File: src/rtl/sof_trk_pkg.sv
package sof_trk_pkg;

    localparam int FRAME_W  = 11;
    localparam int UFRAME_W = 3;

    typedef logic [FRAME_W-1:0]  frame_t;
    typedef logic [UFRAME_W-1:0] uframe_t;

    typedef struct packed {
        frame_t  frame;
        uframe_t uframe;
    } trk_state_t;

    typedef enum logic [1:0] {
        UPD_HOLD    = 2'd0,
        UPD_CAPTURE = 2'd1,
        UPD_ADVANCE = 2'd2
    } upd_kind_t;

    function automatic logic sof_accepted(input logic valid, input logic corrupt);
        return valid & ~corrupt;
    endfunction

    function automatic upd_kind_t classify(input logic accepted,
                                           input frame_t incoming,
                                           input frame_t stored);
        if (!accepted)
            return UPD_HOLD;
        else if (incoming != stored)
            return UPD_CAPTURE;
        else
            return UPD_ADVANCE;
    endfunction

endpackage

File: src/rtl/sof_trk_update.sv
module sof_trk_update
    import sof_trk_pkg::*;
(
    input  trk_state_t cur_i,
    input  logic       accepted_i,
    input  frame_t     frame_i,
    output trk_state_t nxt_o,
    output upd_kind_t  kind_o
);

    upd_kind_t kind;

    always_comb begin
        kind  = classify(accepted_i, frame_i, cur_i.frame);
        nxt_o = cur_i;
        unique case (kind)
            UPD_CAPTURE: begin
                nxt_o.frame  = frame_i;
                nxt_o.uframe = '0;
            end
            UPD_ADVANCE: begin
                nxt_o.uframe = cur_i.uframe + uframe_t'(1);
            end
            default: begin
                nxt_o = cur_i;
            end
        endcase
    end

    assign kind_o = kind;

endmodule

File: src/rtl/sof_trk_event.sv
module sof_trk_event (
    input  logic clk,
    input  logic rst,
    input  logic accepted_i,
    input  logic tick_i,
    input  logic tick_en_i,
    output logic event_o
);

    logic event_q;

    always_ff @(posedge clk) begin
        if (rst)
            event_q <= 1'b0;
        else
            event_q <= accepted_i | (tick_i & tick_en_i);
    end

    assign event_o = event_q;

endmodule

File: src/rtl/sof_frame_tracker.sv
module sof_frame_tracker
    import sof_trk_pkg::*;
#(
    parameter int FW = FRAME_W,
    parameter int UW = UFRAME_W
) (
    input  logic          clk,
    input  logic          rst,
    input  logic          sof_valid_i,
    input  logic [FW-1:0] sof_frame_i,
    input  logic          sof_corrupt_i,
    input  logic          interp_tick_i,
    input  logic          tick_event_en_i,
    output logic [FW-1:0] frame_num_o,
    output logic [UW-1:0] uframe_num_o,
    output logic          sof_event_o
);

    trk_state_t state_q;
    trk_state_t state_d;
    upd_kind_t  upd_kind;
    logic       accepted;

    assign accepted = sof_accepted(sof_valid_i, sof_corrupt_i);

    sof_trk_update u_update (
        .cur_i      (state_q),
        .accepted_i (accepted),
        .frame_i    (frame_t'(sof_frame_i)),
        .nxt_o      (state_d),
        .kind_o     (upd_kind)
    );

    always_ff @(posedge clk) begin
        if (rst)
            state_q <= '0;
        else if (upd_kind != UPD_HOLD)
            state_q <= state_d;
    end

    sof_trk_event u_event (
        .clk       (clk),
        .rst       (rst),
        .accepted_i(accepted),
        .tick_i    (interp_tick_i),
        .tick_en_i (tick_event_en_i),
        .event_o   (sof_event_o)
    );

    assign frame_num_o  = FW'(state_q.frame);
    assign uframe_num_o = UW'(state_q.uframe);

endmodule

File: config.mk
export PLATFORM = sky130hd
export DESIGN_NAME = sof_frame_tracker
export DESIGN_NICKNAME = d
export VERILOG_FILES = /design/src/rtl/sof_trk_pkg.sv /design/src/rtl/sof_trk_update.sv /design/src/rtl/sof_trk_event.sv /design/src/rtl/sof_frame_tracker.sv
export SDC_FILE = /design/constraint.sdc
export NUM_CORES = 1
export LEC_CHECK = 0
export BUFFER_PORTS_ARGS = -buffer_cell sky130_fd_sc_hd__buf_2
export CAP_MARGIN = 15
export CORE_AREA = 2 2 53 43
export CTS_CLUSTER_SIZE = 16
export DETAILED_ROUTE_END_ITERATION = 8
export DIE_AREA = 0 0 55 45
export PLACE_DENSITY_LB_ADDON = 0.12
export SYNTH_ARGS = -nofsm -noshare
export SYNTH_HDL_FRONTEND = slang
export SYNTH_HIERARCHICAL = 1
export SYNTH_SLANG_ARGS = --single-unit
export TNS_END_PERCENT = 50
File: constraint.sdc
create_clock -name clk -period 4.7 [get_ports clk]
set_input_delay 0.94 -clock clk [delete_from_list [all_inputs] [get_ports clk]]
set_output_delay 0.94 -clock clk [all_outputs]
set_load 0.01 [all_outputs]
== Word-level counts from Yosys, hierarchy flattened ==
Cells that the tools add are included.

* Register bits after elaboration: 15
* Word-level logic and storage cells: 18
* Input port bits: 17

* Equal/unequal tests: 3
* Reductions and logical operators: 4
* Muxes and demuxes: 3
* Bitwise operators: 4
* Add/subtract/negate cells: 1

{| class="wikitable"
|+ Operator list
! operator !! count
|-
| != test 11 bit || 1
|-
| case mux 3 bit (2 select lines) || 1
|-
| two-way mux 2 bit || 2
|-
| AND reduction 2 bit || 2
|-
| nonzero test 2 bit || 2
|-
| adder 3 x 1 -> 3 bit, second input constant || 1
|-
| bitwise AND 1 bit || 2
|-
| equality test 2 x 1 -> 1 bit, second input constant || 1
|-
| equality test 2 bit, second input constant || 1
|-
| inverter 1 bit || 1
|-
| bitwise OR 1 bit || 1
|}

== Depth between registers and ports, before layout ==
* Depth in word-level cells: 6
* Depth in mapped cells: 7
* Mapped depth without buffers: 6

== Modules after synthesis ==
Netlist, hierarchy kept.

{| class="wikitable"
|+ By module, submodules not included
! module !! area an instance (um^2) !! instances !! cells each !! sequential area each (um^2)
|-
| sof_frame_tracker || 579.3 || 1 || 62 || 280.3
|-
| sof_trk_update || 345.3 || 1 || 41 || 0.0
|-
| sof_trk_event || 28.8 || 1 || 3 || 20.0
|}

== Worst setup path after synthesis ==
Ideal clock, no wire load.

* Path kind: in2reg
* Start: in sof_valid_i
* End: reg state_q, in the netlist frame_num_o[3]
* Arrival time: 2302 ps
* Stages: 6
* Buffers on the path: 0
* Path slack: 2266 ps
* Required time: 4568 ps
* Cells stage by stage: nor2b_1 -> inv_1 -> a31oi_1 -> mux2_1 -> o21ai_0 -> a21oi_1

* Longest elaborated chain between the ends: 4
* Elaborated cells between the ends (all ways): 5
* Those cells by class: eq/ne: 1; mux: 1; bitwise: 1; reduce/logical: 2

{| class="wikitable"
|+ RTL lines
! item !! line !! source
|-
| start, declared || sof_frame_tracker.sv:9 || <nowiki>input logic sof_valid_i,</nowiki>
|-
| bitwise AND 1 bit * || sof_trk_pkg.sv:21 || <nowiki>return valid & ~corrupt;</nowiki>
|-
| two-way mux 2 bit * || sof_trk_pkg.sv:27 || <nowiki>if (!accepted)</nowiki>
|-
| via upd_kind[0] || sof_frame_tracker.sv:21 || <nowiki>upd_kind_t upd_kind;</nowiki>
|-
| equality test 2 x 1 -> 1 bit / nonzero test 2 bit (equally long branches) || sof_trk_update.sv:16, sof_frame_tracker.sv:37 ||
|-
| AND reduction 2 bit (no line) * || - ||
|-
| end signal, assigned || sof_frame_tracker.sv:38 || <nowiki>state_q <= state_d;</nowiki>
|-
| end, declared || sof_frame_tracker.sv:19 || <nowiki>trk_state_t state_q;</nowiki>
|}

The timed path passes the listed nets; every way through them passes the cells marked *.
A chain may end at the register's enable or synchronous reset.

== Final worst setup path ==
* Start: in sof_corrupt_i
* End: reg state_q, in the netlist frame_num_o[3]

* Longest elaborated chain between the ends: 5
* Elaborated cells between the ends (all ways): 6
* Those cells by class: eq/ne: 1; mux: 1; bitwise: 2; reduce/logical: 2

{| class="wikitable"
|+ RTL lines
! item !! line !! source
|-
| start, declared || sof_frame_tracker.sv:11 || <nowiki>input logic sof_corrupt_i,</nowiki>
|-
| inverter 1 bit * || sof_trk_pkg.sv:21 ||
|-
| bitwise AND 1 bit * || sof_trk_pkg.sv:21 ||
|-
| via accepted || sof_frame_tracker.sv:22 || <nowiki>logic accepted;</nowiki>
|-
| two-way mux 2 bit * || sof_trk_pkg.sv:27 ||
|-
| via upd_kind[0] || sof_frame_tracker.sv:21 ||
|-
| equality test 2 x 1 -> 1 bit / nonzero test 2 bit (equally long branches) || sof_trk_update.sv:16, sof_frame_tracker.sv:37 ||
|-
| AND reduction 2 bit (no line) * || - ||
|}

Marked as above.

==> summary.txt <==
Slew @ Worst Pin - 0.988 ns
count of final hold-check violations - 0
diode count - 0
GR Util met2 - 31.0%
crit path kind - primary input to register
outcome - complete, no violations
delay-heaviest family, CP - compound AO/OA/AOI/OAI gates
average size of a mapped cell - 8.99 um2
placed wire-length estimate - 1.49 mm
WL/cell - 12.8 um
Slew HR - 33.9%
vias per cell - 5.38
crit path DAT - 2.85 ns
fmax - 375 MHz
Most Crowded Layer GR - met2
Sink Count - 15
initial antenna violation count - 0
Placeable Area - 0.00193 mm2
Post-Syn Nets - 124
Worst Path Buf+Inv - 3
vias in the first global route - 748
worst vdd ir - 0.150 mV
Max stage delay cell, worst path - a31oi_2
IO Count - 32
routability cong. - 0.775
Die Footprint - 0.00248 mm2
nets@finish - 156
Placed Instances - 157
final critical-path share of the clock period - 56.8%
met1 Use GR - 20.7%
Syn. warnings - 6
final setup skew - 0.00485 ns
DR DRC count - 0
total power - 0.247 mW
sequential fraction of the synthesis area - 31.5%
crit end category - register
Final Slew Violations - 0
PnR worst setup slack - 2.03 ns
chip width - 55 um
Port Buffer Count - 31
DR vias - 866
Die Ht - 45 um
share of post-route cells with drive strength above 1 - 38.7%
post-synthesis cell count - 106
DP Worst Slack - 1.76 ns
fin area - 0.00115 mm2
clk_lat worst skew - 0.29 ns
CTS Buf Count - 3
LEAKAGE - 0.509 nW
mapped cell area - 953 um2
register bit total from synthesis - 15
hold slack final - 0.568 ns
clock slew seen by the registers of the worst setup and hold paths - 0.09 ns
largest net degree at the start of global routing - 30
Worst Setup Start Kind - primary input
PD cells - 214 mW/mm2
Finished Core Util - 59.9%
CTS tree - yes
first-pass GRT wire length - 3.17 mm
max incr delay on CP - 0.79 ns
final wirelength - 2.07 mm
RSZ-0062 raised after global routing - no
Post-CTS Setup Inserts - 0
clock root cell - clkbuf_4
Cell Area, Placed - 0.00113 mm2
leading area contributor after synthesis - dfxtp_1
Finished Layout Cells - 161
met3 usage - 6.62%
post_cts resized - 0
required time of the worst setup path - 4.88 ns
First DRT Iteration DRCs - 20
DR pass1 iterations - 4
Cell variety after synth - 26
H-tree Lvls - 1
type of the most critical hold path - register to register
Worst Path Max Fanout - 29
fin crit period - 2.67 ns
maximum clock path buffer count - 2
total grt overflow - 0
top area cells in the synthesized netlist - dfxtp_1, mux2_2, or3b_1
Setup TNS Final - 0 ns
total of max-cap violations - 0
final setup fails - 0
Final ANT Viol Nets - 0
Hold Buf Count CTS - 0
Starting Density - 49.5%
Total GRT Usage - 17.9%
area grow syn2layout - 21.0%
top-area cell type share of the netlist area - 31.5%
CP cell instances - buf_2 > nor2b_1 > buf_4 > inv_1 > a31oi_2 > mux2_1 > o21ai_0 > a21oi_1
Std-Cell Rows - 14
[cell usage in the layout (no fill, tap or decap)]
cell type | Yosys | routed
buf_2 | 2 | 31
o21ai_0 | 15 | 15
a21oi_1 | 15 | 15
dfxtp_1 | 15 | 15
or3b_1 | 12 | 12
xor2_1 | 11 | 11
mux2_2 | 10 | 10
clkbuf_4 | 0 | 3
nor2_1 | 3 | 3
or3b_2 | 2 | 2
buf_4 | 0 | 2
inv_1 | 2 | 2
nor4_2 | 2 | 2
nand2_1 | 2 | 2
nor2b_1 | 1 | 1
clkinv_2 | 0 | 1
nor3_2 | 1 | 1
nand3_1 | 1 | 1
a31oi_2 | 0 | 1
o2bb2ai_1 | 1 | 1
mux2_1 | 1 | 1
nand2b_1 | 1 | 1
o21ai_1 | 1 | 1
and3_1 | 1 | 1
o2111ai_1 | 1 | 1
ha_1 | 1 | 1
[tightest hold or removal path: stages (launching register included)]
cell and delay [ns]:
dfxtp_1 0.33, or3b_1 0.15, a21oi_1 0.05
[per-layer routing]
metal	up-vias	routed length, um
li1	453	-
met1	388	938
met2	23	997
met3	2	116
met4	0	13
met5	-	0
[cell usage after synthesis (all sizes together)]
cell type,n
clkbuf,3
buf,3
nand2b,1
o21ai,16
dfxtp,15
nor2b,1
ha,1
mux2,11
a21oi,15
or3b,14
nor2,3
and3,1
o2bb2ai,1
o2111ai,1
nor4,2
nor3,1
inv,2
nand2,2
nand3,1
a31oi,1
xor2,11
[layout make-up]
cell class,instances,area [um2]
inverters,2,7.51
clock inverters,1,5.00
flip-flops and latches,15,300
fillers,196,773
repair buffers,33,170
multi-input cells,83,618
clock buffers,3,22.5
well taps,24,30.0
[cells by family (layout without fill, tap and decap cells)]
group | after synthesis | after routing | share of synthesized area, %
AND/OR/NAND/NOR | 26 | 26 | 21.0
adder cells (fa/ha/maj) | 1 | 1 | 1.31
multiplexers | 11 | 11 | 13.0
buffers and inverters | 8 | 39 | 4.33
flip-flops | 15 | 15 | 31.5
XOR/XNOR | 11 | 11 | 10.1
AO/OA/AOI/OAI | 34 | 34 | 18.8
[path summary, 6_finish.rpt]
check / start / to / slack [ns] / depth (start not counted)
setup reg to reg: frame_num_o[4]$_SDFFE_PP0P_ / frame_num_o[3]$_SDFFE_PP0P_ / 2.52 / 6
hold / removal: uframe_num_o[2]$_SDFFE_PP0P_ / uframe_num_o[2]$_SDFFE_PP0P_ / 0.57 / 2
hold reg to reg: uframe_num_o[2]$_SDFFE_PP0P_ / uframe_num_o[2]$_SDFFE_PP0P_ / 0.57 / 2
setup / recovery: sof_corrupt_i / frame_num_o[3]$_SDFFE_PP0P_ / 2.03 / 8
[state kept, by name, indices dropped and copies added, names as in the netlist]
| register | count |
|---|---|
| frame_num_o | 11 |
| uframe_num_o | 3 |
| u_event/event_o | 1 |
[report_power, final]
group / total, mW / switching [mW] / internal, mW
sequential: 0.132 / 0.00221 / 0.130
clock: 0.0755 / 0.0439 / 0.0317
combinational: 0.0392 / 0.0205 / 0.0187
total: 0.247 / 0.0666 / 0.180
No activity file was read; power rests on OpenSTA's default activity.
